==> src/rtl/cfr_pkg.sv <==
package cfr_pkg;
    localparam int HALF_W    = 16;
    localparam int PTR_W     = 2 * HALF_W;
    localparam int NUM_PTR   = 8;
    localparam int IDX_W     = 11;
    localparam int IDX_LIMIT = 32;
    localparam int STAT_W    = 5;
    localparam int CTRL_W    = 6;

    localparam int IDX_STATUS   = 0;
    localparam int IDX_CTRL     = 1;
    localparam int IDX_CLEAR    = 2;
    localparam int IDX_TOKEN    = 7;
    localparam int IDX_PTR_BASE = 16;

    // status bit positions
    localparam int ST_OVF   = 0;
    localparam int ST_UDF   = 1;
    localparam int ST_RIDLE = 2;
    localparam int ST_CIDLE = 3;
    localparam int ST_BRK   = 4;

    // control bit positions
    localparam int CT_RD_EN   = 0;
    localparam int CT_BRK_EN  = 1;
    localparam int CT_OVF_IE  = 2;
    localparam int CT_UDF_IE  = 3;
    localparam int CT_LINK_EN = 4;
    localparam int CT_BRK_IE  = 5;

    // clear register bit positions
    localparam int CLR_OVF = 0;
    localparam int CLR_UDF = 1;

    localparam logic [STAT_W-1:0] STATUS_RST =
        STAT_W'((1 << ST_RIDLE) | (1 << ST_CIDLE));

    typedef struct packed {
        logic [STAT_W-1:0] status;
        logic [CTRL_W-1:0] ctrl;
        logic [HALF_W-1:0] token;
    } core_regs_t;

    typedef struct packed {
        logic               st;
        logic               ct;
        logic               clr;
        logic               tok;
        logic [NUM_PTR-1:0] ptr_lo;
        logic [NUM_PTR-1:0] ptr_hi;
    } wr_sel_t;
endpackage

==> src/rtl/cfr_decode.sv <==
module cfr_decode
    import cfr_pkg::*;
#(
    parameter int ADDR_W = 16
) (
    input  logic              bus_wr,
    input  logic              bus_wide,
    input  logic [ADDR_W-1:0] bus_addr,
    output logic [IDX_W-1:0]  reg_idx,
    output logic              idx_in_range,
    output wr_sel_t           wsel
);
    logic unused_addr_bits;
    logic wr_ok;

    assign unused_addr_bits = ^{bus_addr[ADDR_W-1:IDX_W+1], bus_addr[0]};
    assign reg_idx      = bus_addr[IDX_W:1];
    assign idx_in_range = (reg_idx < IDX_W'(IDX_LIMIT));
    assign wr_ok        = bus_wr && !bus_wide && idx_in_range;

    always_comb begin
        wsel     = '0;
        wsel.st  = wr_ok && (reg_idx == IDX_W'(IDX_STATUS));
        wsel.ct  = wr_ok && (reg_idx == IDX_W'(IDX_CTRL));
        wsel.clr = wr_ok && (reg_idx == IDX_W'(IDX_CLEAR));
        wsel.tok = wr_ok && (reg_idx == IDX_W'(IDX_TOKEN));
        for (int k = 0; k < NUM_PTR; k++) begin
            wsel.ptr_lo[k] = wr_ok && (reg_idx == IDX_W'(IDX_PTR_BASE + 2 * k));
            wsel.ptr_hi[k] = wr_ok && (reg_idx == IDX_W'(IDX_PTR_BASE + 2 * k + 1));
        end
    end
endmodule

==> src/rtl/cfr_ptr_bank.sv <==
module cfr_ptr_bank
    import cfr_pkg::*;
(
    input  logic                            clk,
    input  logic                            rst_n,
    input  logic [HALF_W-1:0]               wdata,
    input  logic [NUM_PTR-1:0]              we_lo,
    input  logic [NUM_PTR-1:0]              we_hi,
    output logic [NUM_PTR-1:0][PTR_W-1:0]   ptr_q
);
    for (genvar g = 0; g < NUM_PTR; g++) begin : g_ptr
        logic [PTR_W-1:0] ent_d;
        logic [PTR_W-1:0] ent_q;

        always_comb begin
            ent_d = ent_q;
            if (we_lo[g]) ent_d[HALF_W-1:0]     = wdata;
            if (we_hi[g]) ent_d[PTR_W-1:HALF_W] = wdata;
        end

        always_ff @(posedge clk or negedge rst_n) begin
            if (!rst_n) ent_q <= '0;
            else        ent_q <= ent_d;
        end

        assign ptr_q[g] = ent_q;
    end
endmodule

==> src/rtl/cfr_core_regs.sv <==
module cfr_core_regs
    import cfr_pkg::*;
(
    input  logic              clk,
    input  logic              rst_n,
    input  wr_sel_t           wsel,
    input  logic [HALF_W-1:0] wdata,
    input  logic              eng_upd,
    input  logic [STAT_W-1:0] eng_status,
    output core_regs_t        regs_q,
    output logic              irq
);
    core_regs_t regs_d;
    core_regs_t regs_r;

    always_comb begin
        regs_d = regs_r;
        // engine first, software second: the bus write wins
        if (eng_upd) regs_d.status = eng_status;
        if (wsel.st) regs_d.status = wdata[STAT_W-1:0];
        if (wsel.ct) begin
            regs_d.ctrl = wdata[CTRL_W-1:0];
            if (!wdata[CT_BRK_EN] && !wdata[CT_BRK_IE])
                regs_d.status[ST_BRK] = 1'b0;
        end
        if (wsel.clr) begin
            if (wdata[CLR_OVF]) regs_d.status[ST_OVF] = 1'b0;
            if (wdata[CLR_UDF]) regs_d.status[ST_UDF] = 1'b0;
        end
        if (wsel.tok) regs_d.token = wdata;
    end

    always_ff @(posedge clk or negedge rst_n) begin
        if (!rst_n) begin
            regs_r.status <= STATUS_RST;
            regs_r.ctrl   <= '0;
            regs_r.token  <= '0;
        end else begin
            regs_r <= regs_d;
        end
    end

    assign regs_q = regs_r;
    assign irq = (regs_r.status[ST_BRK] && regs_r.ctrl[CT_BRK_IE])
              || (regs_r.status[ST_OVF] && regs_r.ctrl[CT_OVF_IE])
              || (regs_r.status[ST_UDF] && regs_r.ctrl[CT_UDF_IE]);
endmodule

==> src/rtl/cfr_top.sv <==
module cfr_top
    import cfr_pkg::*;
#(
    parameter int ADDR_W = 16
) (
    input  logic              clk,
    input  logic              rst_n,
    input  logic              bus_wr,
    input  logic              bus_wide,
    input  logic [ADDR_W-1:0] bus_addr,
    input  logic [15:0]       bus_wdata,
    output logic [15:0]       bus_rdata,
    input  logic              eng_upd,
    input  logic [4:0]        eng_status,
    output logic [5:0]        ctrl_out,
    output logic              irq
);
    logic [IDX_W-1:0]                reg_idx;
    logic                            idx_in_range;
    wr_sel_t                         wsel;
    core_regs_t                      core_q;
    logic [NUM_PTR-1:0][PTR_W-1:0]   ptr_q;
    logic [STAT_W-1:0]               status_view;

    cfr_decode #(.ADDR_W(ADDR_W)) u_dec (
        .bus_wr       (bus_wr),
        .bus_wide     (bus_wide),
        .bus_addr     (bus_addr),
        .reg_idx      (reg_idx),
        .idx_in_range (idx_in_range),
        .wsel         (wsel)
    );

    cfr_core_regs u_core (
        .clk        (clk),
        .rst_n      (rst_n),
        .wsel       (wsel),
        .wdata      (bus_wdata),
        .eng_upd    (eng_upd),
        .eng_status (eng_status),
        .regs_q     (core_q),
        .irq        (irq)
    );

    cfr_ptr_bank u_ptr (
        .clk   (clk),
        .rst_n (rst_n),
        .wdata (bus_wdata),
        .we_lo (wsel.ptr_lo),
        .we_hi (wsel.ptr_hi),
        .ptr_q (ptr_q)
    );

    assign status_view = core_q.status;
    assign ctrl_out    = core_q.ctrl;

    always_comb begin
        bus_rdata = '0;
        if (!bus_wide && idx_in_range) begin
            if (reg_idx == IDX_W'(IDX_STATUS))
                bus_rdata = HALF_W'(core_q.status);
            else if (reg_idx == IDX_W'(IDX_CTRL))
                bus_rdata = HALF_W'(core_q.ctrl);
            else if (reg_idx == IDX_W'(IDX_TOKEN))
                bus_rdata = core_q.token;
            else begin
                for (int k = 0; k < NUM_PTR; k++) begin
                    if (reg_idx == IDX_W'(IDX_PTR_BASE + 2 * k))
                        bus_rdata = ptr_q[k][HALF_W-1:0];
                    if (reg_idx == IDX_W'(IDX_PTR_BASE + 2 * k + 1))
                        bus_rdata = ptr_q[k][PTR_W-1:HALF_W];
                end
            end
        end
    end
endmodule

==> config.mk <==
export PLATFORM = sky130hd
export DESIGN_NAME = cfr_top
export DESIGN_NICKNAME = d
export VERILOG_FILES = /design/src/rtl/cfr_pkg.sv /design/src/rtl/cfr_decode.sv /design/src/rtl/cfr_ptr_bank.sv /design/src/rtl/cfr_core_regs.sv /design/src/rtl/cfr_top.sv
export SDC_FILE = /design/constraint.sdc
export NUM_CORES = 1
export LEC_CHECK = 0
export CORE_UTILIZATION = 30
export CTS_CLUSTER_DIAMETER = 100
export DETAILED_ROUTE_END_ITERATION = 16
export DONT_BUFFER_PORTS = 1
export GPL_TIMING_DRIVEN = 1
export SYNTH_ARGS = -nofsm -noshare
export SYNTH_HDL_FRONTEND = slang
export SYNTH_SLANG_ARGS = --single-unit
export TNS_END_PERCENT = 1
==> constraint.sdc <==
create_clock -name clk -period 2.3 [get_ports clk]
set_input_delay 0 -clock clk [delete_from_list [all_inputs] [get_ports clk]]
set_output_delay 0 -clock clk [all_outputs]
set_load 0.01 [all_outputs]
; Word level (Yosys, flattened, before mapping)
; Index checks and enable logic that the tools add are counted.
[word_totals]
ff_bits = 283
input_bits = 42
out_inout_bits = 23
wordCells = 101
[op_classes]
order_cmp = 1
eq_ne = 19
n_mux = 27
n_reduce_logical = 34
[op_table]
columns = cell, n
row1 = 16-bit two-way mux, 20
row2 = 11-bit by 5-bit == test with 1-bit output (second input constant), 16
row3 = 1-bit logical AND, 27
row4 = 11-bit by 1-bit == test with 1-bit output (second input constant), 1
row5 = 11-bit by 2-bit == test with 1-bit output (second input constant), 1
row6 = 11-bit by 3-bit == test with 1-bit output (second input constant), 1
row7 = 11-bit zero test, 1
row8 = 11-bit by 6-bit < comparator with 1-bit output (second input constant), 1
row9 = 5-bit two-way mux, 2
row10 = 1-bit two-way mux, 4
row11 = 1-bit zero test, 3
row12 = 1-bit logical OR, 2
row13 = 2-bit two-way mux, 1
row14 = 2-bit nonzero test, 1

; Logic depth before layout (Yosys ltp)
; Gate-level depths: netlist (run 1).
[depth]
depth_word = 21
ltp_mapped = 10
mapped_depth_nobuf = 6

; Modules after synthesis
; A second synthesis (run 1) with hierarchy kept.
[unflattened]
hier_cells = 1118
area_unflattened_um2 = 15072.0
[modules_own_cells]
columns = module, instances, cells_per_inst, area_each_um2, seq_area_each_um2
row1 = cfr_ptr_bank, 1, 560, 10462.5, 6406.1
row2 = cfr_top, 1, 428, 3061.7, 0.0
row3 = cfr_core_regs, 1, 72, 1146.1, 678.2
row4 = cfr_decode, 1, 58, 401.6, 0.0

; Worst setup path after synthesis (run 1)
; OpenSTA, ideal clock, no wires.
[synth_timing]
kind = input -> register
start = in bus_addr[9]
end = reg u_ptr.g_ptr[3].ent_q[10]
setup_time_ps = 125
arrival_ps = 1881
t_required_ps = 2175
slack_ps = 294
stages = 7
path_buffers = 2
path_cell_list = or4_4 > nor2_4 > nand2_4 > buf_6 > nor4_4 > buf_6 > mux2_2
[synth_via]
elab_chain_len = 3
word_cells_on_any_way = 4
classes_between = order compare: 1 / eq/ne: 1 / reduce/logical: 2
[synth_lines]
columns = element, line
row1 = from (decl), cfr_top.sv:10  ; input logic [ADDR_W-1:0] bus_addr,
row2 = 11-bit by 6-bit < comparator with 1-bit output, cfr_decode.sv:18  ; assign idx_in_range = (reg_idx < IDX_W'(IDX_LIMIT));
row3 = 1-bit logical AND, cfr_decode.sv:19  ; assign wr_ok = bus_wr && !bus_wide && idx_in_range;
row4 = 1-bit logical AND (*), cfr_decode.sv:28  ; wsel.ptr_lo[k] = wr_ok && (reg_idx == IDX_W'(IDX_PTR_BASE + 2 * k));
row5 = to (signal assigned), cfr_ptr_bank.sv:23  ; else ent_q <= ent_d;
row6 = to (decl), cfr_ptr_bank.sv:13  ; logic [PTR_W-1:0] ent_q;
; Mark *: on every way between the ends. The rest lies on a longest branch, timed or not.
; A chain may end at the register's enable or synchronous reset.

; Final worst setup path (run 1)
[layout_timing]
start = reg u_ptr.g_ptr[6].ent_q[25]
end = out bus_rdata[9]
[layout_via]
elab_chain_len = 7
[layout_lines]
columns = element, line
row1 = from (decl), cfr_ptr_bank.sv:13
row2 = from (signal assigned), cfr_ptr_bank.sv:23
row3 = 16-bit two-way mux, cfr_top.sv:70  ; if (reg_idx == IDX_W'(IDX_PTR_BASE + 2 * k + 1))
row4 = 16-bit two-way mux, cfr_top.sv:68  ; if (reg_idx == IDX_W'(IDX_PTR_BASE + 2 * k))
row5 = 16-bit two-way mux, cfr_top.sv:70
row6 = 16-bit two-way mux, cfr_top.sv:64  ; else if (reg_idx == IDX_W'(IDX_TOKEN))
row7 = 16-bit two-way mux, cfr_top.sv:62  ; else if (reg_idx == IDX_W'(IDX_CTRL))
row8 = 16-bit two-way mux, cfr_top.sv:60  ; if (reg_idx == IDX_W'(IDX_STATUS))
row9 = 16-bit two-way mux, cfr_top.sv:59  ; if (!bus_wide && idx_in_range) begin
row10 = to (decl), cfr_top.sv:12  ; output logic [15:0] bus_rdata,
; No other way between the ends.

==> results.txt, run 1 <==
Critical Path, Cell by Cell = mux4_2 -> and3_1 -> a2111oi_4 -> o32ai_1 -> buf_4
Failing checks = hold timing
RSZ-0062 raised after global routing = true
Asr flop ratio synth = 1.000
Nets = 1155
Yosys cell types = 63
Hpwl dp = 23.51 mm
Routability cong. = 0.8465
Post-route DRC = 0
Final setup violating endpoints = 0
Most common library cell in the layout ignoring fill and taps = mux2_2
Max-cap violations = 0
Max Slew Vio Count = 0
Final setup skew = 0 ns
First-pass GRT wire length = 58.12 mm
CTS Hold Buffers Added = 23
Crit path arrival time = 2.30 ns
YS warnings = 0
Critical Path Start Type = flip-flop
WHS = -0.8193 ns
Top Ports = 65
Slowest-stage cell, CP = mux4_2
Rel. slew slack = 0.3627
Max Fclk = 435.2 MHz
First DRT Iteration DRCs = 781
Pleak = 7.398 nW
Crit path max fanout = 2
Total grt overflow = 0
Post-synthesis sequential element count = 283
Share of layout cells above drive strength 1 = 0.4079
Root Driver = clkbuf_16
Critical Path Max Stage Delay = 0.49 ns
Die height = 215.3 um
HP Class = in -> async
Crit-path leading delay family = multiplexers
Share of the synthesized area in the top cell type = 0.5153
Die ar. = 46340 um^2
Post-route minimum period = 2.298 ns
WL final = 36.92 mm
Synth area leader = dfrtp_1
Setup bufs post-CTS = 0
CP required = 2.30 ns
Vias/cell = 5.269
Setup_tns = 0 ns
Initial Utilization = 0.3066
Top cells by area, synth = dfrtp_1, mux2_2, mux2i_1
Synth Flop Type = dfrtp_1
Wire per inst = 21.36 um
H-tree Lvls = 1
Die X = 215.3 um
CP bufs+invs = 1
Initial antenna violation count = 0
Critical Path End Type = output pin
Final Hold Fails = 283
Sequential fraction of the synthesis area = 0.5192
Area Overhead vs Synth = 16.45%
Vias = 9105
Cts bufs inserted = 28
# clock sinks = 283
VDD IR max = 0.5001 mV
Input/output buffers = 0
Area taken by multi-input logic gates = 6211 um^2
Avg Cell Area, Syn = 12.63 um^2
EDFF count, synth = 0
WS Path Type = reg -> out
Part of the cycle the worst path needs = 0.9991
GRT Util Overall = 0.1607
Vias in the first global route = 9484
Clk_lat worst skew = 0.56 ns
Synth Net Count = 1122
Largest net degree at the start of global routing = 284
Core area = 44510 um^2
Reg clk slew, reported paths = 0.07 ns
Placement row count = 77
Synthesized area = 13650 um^2
Outcome = complete, but fails checks
Power density over cell area = 648.0 nW/um^2
Reg2Reg Setup Slack = 0.83 ns
DRT Pass-1 Iters = 5
Post-route ant nets = 0
FF+latch area = 7084 um^2
Most frequent cells in the layout = mux2_2, dfrtp_1, buf_4
Filler Cell Count = 4379
Worst-Margin Slew = 0.9528 ns
Longest Clk Path Bufs = 3
CTS tree = done
Mapped Cells = 1080
-- registers in the layout, indices dropped and copies added, names as in the netlist --
register and count:
u_core.regs_q 27, u_ptr.g_ptr.ent_q 256
-- metal layers --
layer,global-route usage,share of wire,vias up
li1,-,-,4076
met4,0.04397,0.020,0
met2,0.2540,0.46,211
met3,0.02590,0.046,49
met1,0.2268,0.47,4769
met5,0,0,-
-- cell usage after synthesis (14+ instances only) --
cell and instances:
mux2_2 292, dfrtp_1 281, nand2_1 50, a21oi_1 42
clkbuf_1 40, o21ai_0 37, nor2_1 35, mux2i_1 30
buf_2 17, a211oi_1 16, a221oi_1 16, a22oi_1 15
buf_4 15, buf_1 14, o22ai_1 14
-- logic make-up after synthesis --
group                  count (synthesis)  synth area share
AO/OA/AOI/OAI                        207            0.1029
multiplexers                         329            0.2745
buffers and inverters                 94           0.03319
flip-flops                           283            0.5192
AND/OR/NAND/NOR                      167           0.07024
-- final cells by class --
cell class / instances / share of cell area
clock inverter: 8 / 0.007402
tap: 592 / 0.04661
timing repair buffer: 92 / 0.05181
multi-input combinational: 703 / 0.3909
inverter: 5 / 0.001181
sequential: 283 / 0.4458
antenna: 1 / 0.0001575
clock buffer: 44 / 0.05614
-- path summary, 6_finish.rpt --
| check | from | to | depth (start not counted) |
|---|---|---|---|
| worst max-delay path | u_ptr.g_ptr[6].ent_q[25]$_DFFE_PN0P_ | bus_rdata[9] | 5 |
| worst min-delay path | rst_n | u_ptr.g_ptr[1].ent_q[13]$_DFFE_PN0P_ | 0 |
| worst max register to register | u_core.regs_q[22]$_DFF_PN0_ | u_core.regs_q[22]$_DFF_PN0_ | 4 |
| worst min register to register | u_ptr.g_ptr[0].ent_q[4]$_DFFE_PN0P_ | u_ptr.g_ptr[0].ent_q[4]$_DFFE_PN0P_ | 1 |
| max in group asynchronous | rst_n | u_core.regs_q[17]$_DFFE_PN0P_ | 0 |
| min in group clk | bus_addr[3] | u_ptr.g_ptr[2].ent_q[19]$_DFFE_PN0P_ | 3 |
-- per-stage QoR --
stage	setup WS (ns)	util	std cells	instance area (um^2)	total power (W)
global route	-0.06546	0.3569	1727	15890	0.01060
CTS	-0.05350	0.3560	1727	15850	0.01037
global placement	0.2090	0.3268	1652	14550	0.005317
finish	0.001978	0.3570	1728	15890	0.01030
floorplan	0.2940	-	1080	13650	0.005329
detailed placement	0.1646	0.3268	1652	14550	0.005319
-- where the power goes --
| group | switching (W) | internal, W | total [W] | leakage, nW |
|---|---|---|---|---|
| registers | 0.00000851 | 0.00499 | 0.00500 | 3.94 |
| logic | 0.000227 | 0.000128 | 0.000355 | 2.96 |
| clock network | 0.00196 | 0.00299 | 0.00494 | 0.499 |
| total | 0.00219 | 0.00810 | 0.0103 | 7.40 |
-- repair_timing --
action,CTS,global route
setup endpoints to repair,4,9
endpoints found under the hold margin,566,283
pin swaps,4,3
gates resized for setup,10,9
Power figures use the tool's default switching activity.
==> run 2: changes to the inputs <==
PLACE_DENSITY_LB_ADDON = 0.25   (was default)
==> run 2 against run 1 <==
The run still ends with hold timing left. Clock power about the same. Register-to-register slack about the same. Sequential power about the same. Clock skew unchanged. Fmax up 0.41%. Cell count up 0.35%. Design area up 0.72%. Global-route usage up 0.79 points. Non-clock buffer count up 5. Utilization up 0.26 points. Largest cell class unchanged. Largest power group unchanged. Highest routed layer is now met5.
==> results.txt, run 2 (synthesis results as in run 1) <==
Outcome = complete, but fails checks
Failing checks = hold timing
Largest net degree at the start of global routing = 284 (unchanged)
Post-route minimum period = 2.289 ns (-0.009438 ns)
Vias = 9160 (+0.60%)
# clock sinks = 283 (unchanged)
Critical Path Start Type = flip-flop
Rel. slew slack = 0.3966 (+0.03387)
WHS = -0.8751 ns (-0.05584 ns)
Share of layout cells above drive strength 1 = 0.4107 (+0.002753)
Crit path arrival time = 2.29 ns (about the same)
Pleak = 7.415 nW (+0.24%)
CTS tree = done
CTS Hold Buffers Added = 29 (+26%)
Routability cong. = 0.8300 (-1.9%)
Most common library cell in the layout ignoring fill and taps = mux2_2
Total grt overflow = 0 (unchanged)
Post-route ant nets = 0 (unchanged)
Clk_lat worst skew = 0.57 ns (about the same)
GRT Util Overall = 0.1686 (+0.007887)
VDD IR max = 0.5321 mV (+6.4%)
Part of the cycle the worst path needs = 0.9950 (-0.004103)
Input/output buffers = 0 (unchanged)
Reg clk slew, reported paths = 0.06 ns (about the same)
Longest Clk Path Bufs = 3 (unchanged)
Die height = 215.3 um (unchanged)
Wire per inst = 22.48 um (+5.2%)
Die ar. = 46340 um^2 (unchanged)
CP startpoint = u_ptr.g_ptr[2].ent_q[30]$_DFFE_PN0P_
Max Fclk = 437.0 MHz (+0.41%)
Area Overhead vs Synth = 17.29%
Final setup skew = 0 ns (unchanged)
Max-cap violations = 0 (unchanged)
Critical Path End Type = output pin
Hpwl dp = 24.40 mm (+3.8%)
WL final = 38.98 mm (+5.6%)
Placement Setup Slack = 0.1293 ns (-0.03530 ns)
Nets = 1162 (+0.61%)
Post-layout util = 0.3596 (+0.002586)
WS Path Type = reg -> out
Root Driver = clkbuf_16
Initial Utilization = 0.3066 (unchanged)
First-pass GRT wire length = 60.58 mm (+4.2%)
First DRT Iteration DRCs = 660 (-15%)
R2R Path Start = u_core.regs_q[23]$_DFF_PN0_
Cts bufs inserted = 30 (+7.1%)
Core area = 44510 um^2 (unchanged)
Die X = 215.3 um (unchanged)
Worst-Margin Slew = 0.9021 ns (-0.05064 ns)
Post-route DRC = 0 (unchanged)
Max Slew Vio Count = 0 (unchanged)
RSZ-0062 raised after global routing = true
Reg with most FFs = u_ptr.g_ptr.ent_q
Top Ports = 65 (unchanged)
N_diodes = 0 (-1)
DRT Pass-1 Iters = 5 (unchanged)
Placement row count = 77 (unchanged)
CP required = 2.30 ns (about the same)
Max reg flops = 256 (unchanged)
Cell area after layout = 16010 um^2 (+0.72%)
Vias/cell = 5.283 (+0.26%)
Initial antenna violation count = 1 (+1)
H-tree Lvls = 1 (unchanged)
Crit path to = bus_rdata[14]
Final Hold Fails = 283 (unchanged)
Crit path max fanout = 2 (unchanged)
Final setup violating endpoints = 0 (unchanged)
Vias in the first global route = 9396 (-0.93%)
Power density over cell area = 646.2 nW/um^2 (-0.28%)
HP Class = in -> async
End of the worst register-to-register path = u_core.regs_q[23]$_DFF_PN0_
Final WS setup = 0.01142 ns (+0.009438 ns)
Reg2Reg Setup Slack = 0.82 ns (about the same)
Most frequent cells in the layout = mux2_2, dfrtp_1, buf_4
R2R cell count = 4 (unchanged)
Placed cell area = 14560 um^2 (+0.12%)
run 2: worst max-delay path, cell delays in order, from the launching register on:
cell       delay [ns]
dfrtp_1          0.34
mux2i_1          0.08
o2bb2ai_1        0.19
a221oi_2         0.08
buf_4            0.17
o32ai_4          0.32
a221oi_2         0.11
nor3_2           0.25
buf_4            0.17
run 2: per-stage QoR:
step / power (W) / std cells / TNS [ns]
after floorplan: 0.005329 / 1080 / 0
after global placement: 0.005326 / 1651 / 0
after detailed placement: 0.005326 / 1651 / 0
after CTS: 0.01047 / 1734 / -0.02807
after global routing: 0.01071 / 1734 / -0.3379
final: 0.01034 / 1734 / 0
run 2: how the worst min path moves through the flow:
stage / from / to / slack, ns / cells after the start
2_1_floorplan: rst_n / u_core.regs_q[0]$_DFFE_PN0P_ / -0.30 / 0
3_3_place_gp: rst_n / u_core.regs_q[17]$_DFFE_PN0P_ / -0.29 / 0
3_5_place_dp: rst_n / u_core.regs_q[17]$_DFFE_PN0P_ / -0.29 / 0
4_1_cts: rst_n / u_core.regs_q[2]$_DFFE_PN0P_ / -0.91 / 0
5_1_grt: rst_n / u_core.regs_q[17]$_DFFE_PN0P_ / -0.90 / 0
6_report: rst_n / u_core.regs_q[17]$_DFFE_PN0P_ / -0.88 / 0
run 2: final cells by class:
class                           instances  area (um^2)
Inverter                                5        18.77
Clock buffer                           45        908.4
Clock inverter                          9        100.1
Sequential cell                       283         7084
Fill cell                            4352        28500
Timing Repair Buffer                   97        900.9
Tap cell                              592        740.7
Multi-Input combinational cell        703         6252
run 2: metal layers:
layer | part of all wire | up-vias | track usage
met5 | 0.00033 | - | 0
met4 | 0.021 | 2 | 0.04657
met3 | 0.042 | 57 | 0.02067
met2 | 0.47 | 202 | 0.2722
met1 | 0.47 | 4811 | 0.2371
li1 | - | 4088 | -
run 2: repair_timing:
action,in CTS,in global routing
buffers inserted,0,0
endpoints found under the hold margin,566,283
pin swaps,4,0
endpoints found under the setup margin,7,12
resized for setup,15,11
run 2: power breakdown:
part	internal (W)	switching [W]	leakage (nW)
sequential	0.00499	0.00000916	3.94
combinational	0.000136	0.000238	2.98
clock	0.00293	0.00204	0.495
==> run 3: changes to the inputs <==
CTS_CLUSTER_DIAMETER = default   (was 100)
PLACE_DENSITY_LB_ADDON = 0.08   (was 0.25)
==> run 3 against run 2 <==
The flow finishes with violations (hold timing, setup timing). Sequential power about the same. Global-route usage increased by 1.9 points. Via count increased by 1.0%. Cell count increased by 0.92%. Critical endpoint unchanged. Largest power group is now clock.
==> results.txt, run 3 (synthesis results as in run 1) <==
Outcome = complete, but fails checks
Failing checks = hold timing, setup timing
Hpwl dp = 26.60 mm (+9.0%)
CP startpoint = u_ptr.g_ptr[2].ent_q[30]$_DFFE_PN0P_
Die X = 215.3 um (unchanged)
Final WS setup = -0.007663 ns (-0.01908 ns)
Critical Path, Cell by Cell = mux2i_1 -> o2bb2ai_1 -> a221oi_2 -> buf_4 -> o32ai_2 -> a221oi_2 -> nor3_2 -> buf_4
Clk_lat worst skew = 0.55 ns (-0.02 ns)
First DRT Iteration DRCs = 550 (-17%)
Initial antenna violation count = 0 (-1)
Rel. slew slack = 0.2877 (-0.1089)
Critical Path Max Stage Delay = 0.37 ns (+0.03 ns)
Reg clk slew, reported paths = 0.06 ns (about the same)
First-pass GRT wire length = 65.19 mm (+7.6%)
VDD IR max = 0.4678 mV (-12%)
CTS Hold Buffers Added = 25 (-14%)
Post-layout util = 0.3626 (+0.003036)
WL final = 42.79 mm (+9.8%)
Max Fclk = 433.3 MHz (-0.83%)
Finished Layout Cells = 1750 (+0.92%)
Nets = 1177 (+1.3%)
Routability cong. = 0.8094 (-2.5%)
Root Driver = clkbuf_16
RSZ-0062 raised after global routing = true
GRT Util Overall = 0.1881 (+0.01949)
Max reg flops = 256 (unchanged)
Total grt overflow = 0 (unchanged)
Pleak = 7.521 nW (+1.4%)
# clock sinks = 283 (unchanged)
Slowest-stage cell, CP = dfrtp_1
CTS tree = done
Worst-Margin Slew = 1.065 ns (+0.1629 ns)
Crit path arrival time = 2.31 ns (+0.02 ns)
N_diodes = 0 (unchanged)
Post-route DRC = 0 (unchanged)
Placed insts = 1665 (+0.85%)
Vias/cell = 5.288 (+0.10%)
Vias = 9254 (+1.0%)
WS Path Type = reg -> out
Placement row count = 77 (unchanged)
Max Slew Vio Count = 0 (unchanged)
HP Class = in -> async
Final Hold Fails = 283 (unchanged)
Crit path max fanout = 2 (unchanged)
Area Overhead vs Synth = 18.28%
Input/output buffers = 0 (unchanged)
Cts bufs inserted = 35 (+17%)
Share of layout cells above drive strength 1 = 0.4102 (-0.0004930)
Wire per inst = 24.45 um (+8.8%)
Max-cap violations = 0 (unchanged)
Final setup skew = 0 ns (unchanged)
R2R Path Start = u_core.regs_q[23]$_DFF_PN0_
Vias in the first global route = 9634 (+2.5%)
Longest Clk Path Bufs = 3 (unchanged)
Post-route minimum period = 2.308 ns (+0.01908 ns)
Die ar. = 46340 um^2 (unchanged)
CP required = 2.30 ns (about the same)
Core area = 44510 um^2 (unchanged)
Final setup violating endpoints = 1 (+1)
Reg with most FFs = u_ptr.g_ptr.ent_q
Setup bufs post-CTS = 0 (unchanged)
H-tree Lvls = 2 (+1)
Die height = 215.3 um (unchanged)
Critical Path End Type = output pin
DRT Pass-1 Iters = 4 (-1)
Most common library cell in the layout ignoring fill and taps = mux2_2
WHS = -0.8112 ns (+0.06399 ns)
R2R cell count = 4 (unchanged)
Top Ports = 65 (unchanged)
Part of the cycle the worst path needs = 1.003 (+0.008295)
Power density over cell area = 674.7 nW/um^2 (+4.4%)
Largest net degree at the start of global routing = 284 (unchanged)
Post-route ant nets = 0 (unchanged)
Most frequent cells in the layout = mux2_2, dfrtp_1, buf_4
Critical Path Start Type = flip-flop
Initial Utilization = 0.3066 (unchanged)
==> run 3: power by group <==
part	switching, W	internal [W]
Clock	0.00217	0.00334
Combinational	0.000245	0.000133
Sequential	0.00000790	0.00499
==> run 3: repair_timing <==
item                                    in CTS  in global routing
gates resized for setup                     15                  9
pin swaps                                    0                  2
endpoints found under the setup margin       8                 11
hold endpoints to repair                   566                283
==> run 3: worst max-delay path, delay by kind of cell (launching register included) <==
family	cells	cell delay, ns
and+or+nand+nor	1	0.11
muxes	1	0.17
DFF	1	0.37
AOI/OAI and AO/OA	4	0.77
buffers and inverters	2	0.33
==> run 3: final timing paths <==
path | to | slack [ns]
worst max-delay path | bus_rdata[14] | -0.008
worst min-delay path | u_ptr.g_ptr[1].ent_q[13]$_DFFE_PN0P_ | -0.81
worst max register to register | u_core.regs_q[23]$_DFF_PN0_ | 0.86
worst min register to register | u_ptr.g_ptr[0].ent_q[1]$_DFFE_PN0P_ | 0.50
max in group asynchronous | u_ptr.g_ptr[1].ent_q[14]$_DFFE_PN0P_ | 2.39
min in group clk | u_ptr.g_ptr[3].ent_q[30]$_DFFE_PN0P_ | 0.04
==> run 3: metrics by stage <==
stage,setup slack (ns),area (um^2),hold slack (ns),setup TNS [ns],power [W]
floorplan,0.2940,13650,-0.2956,0,0.005329
global placement,0.1724,14640,-0.2704,0,0.005338
detailed placement,0.1422,14640,-0.2707,0,0.005337
CTS,-0.03199,16110,-0.8531,-0.05752,0.01105
global route,-0.1025,16140,-0.8395,-0.3205,0.01127
finish,-0.007663,16140,-0.8112,-0.007663,0.01089
==> run 3: layer usage <==
metal / vias to the layer above / track usage / share of wire
met3: 51 / 0.03298 / 0.037
met5: - / 0 / 0
li1: 4146 / - / -
met4: 0 / 0.05248 / 0.018
met1: 4889 / 0.2697 / 0.50
met2: 168 / 0.2892 / 0.45
==> run 3: final cells by class <==
type | count | area, um^2
Multi-Input combinational cell | 703 | 6227
Sequential cell | 283 | 7084
Fill cell | 4419 | 28370
Timing Repair Buffer | 107 | 940.9
Clock inverter | 1 | 30.03
Clock buffer | 59 | 1099
Tap cell | 592 | 740.7
Inverter | 5 | 18.77
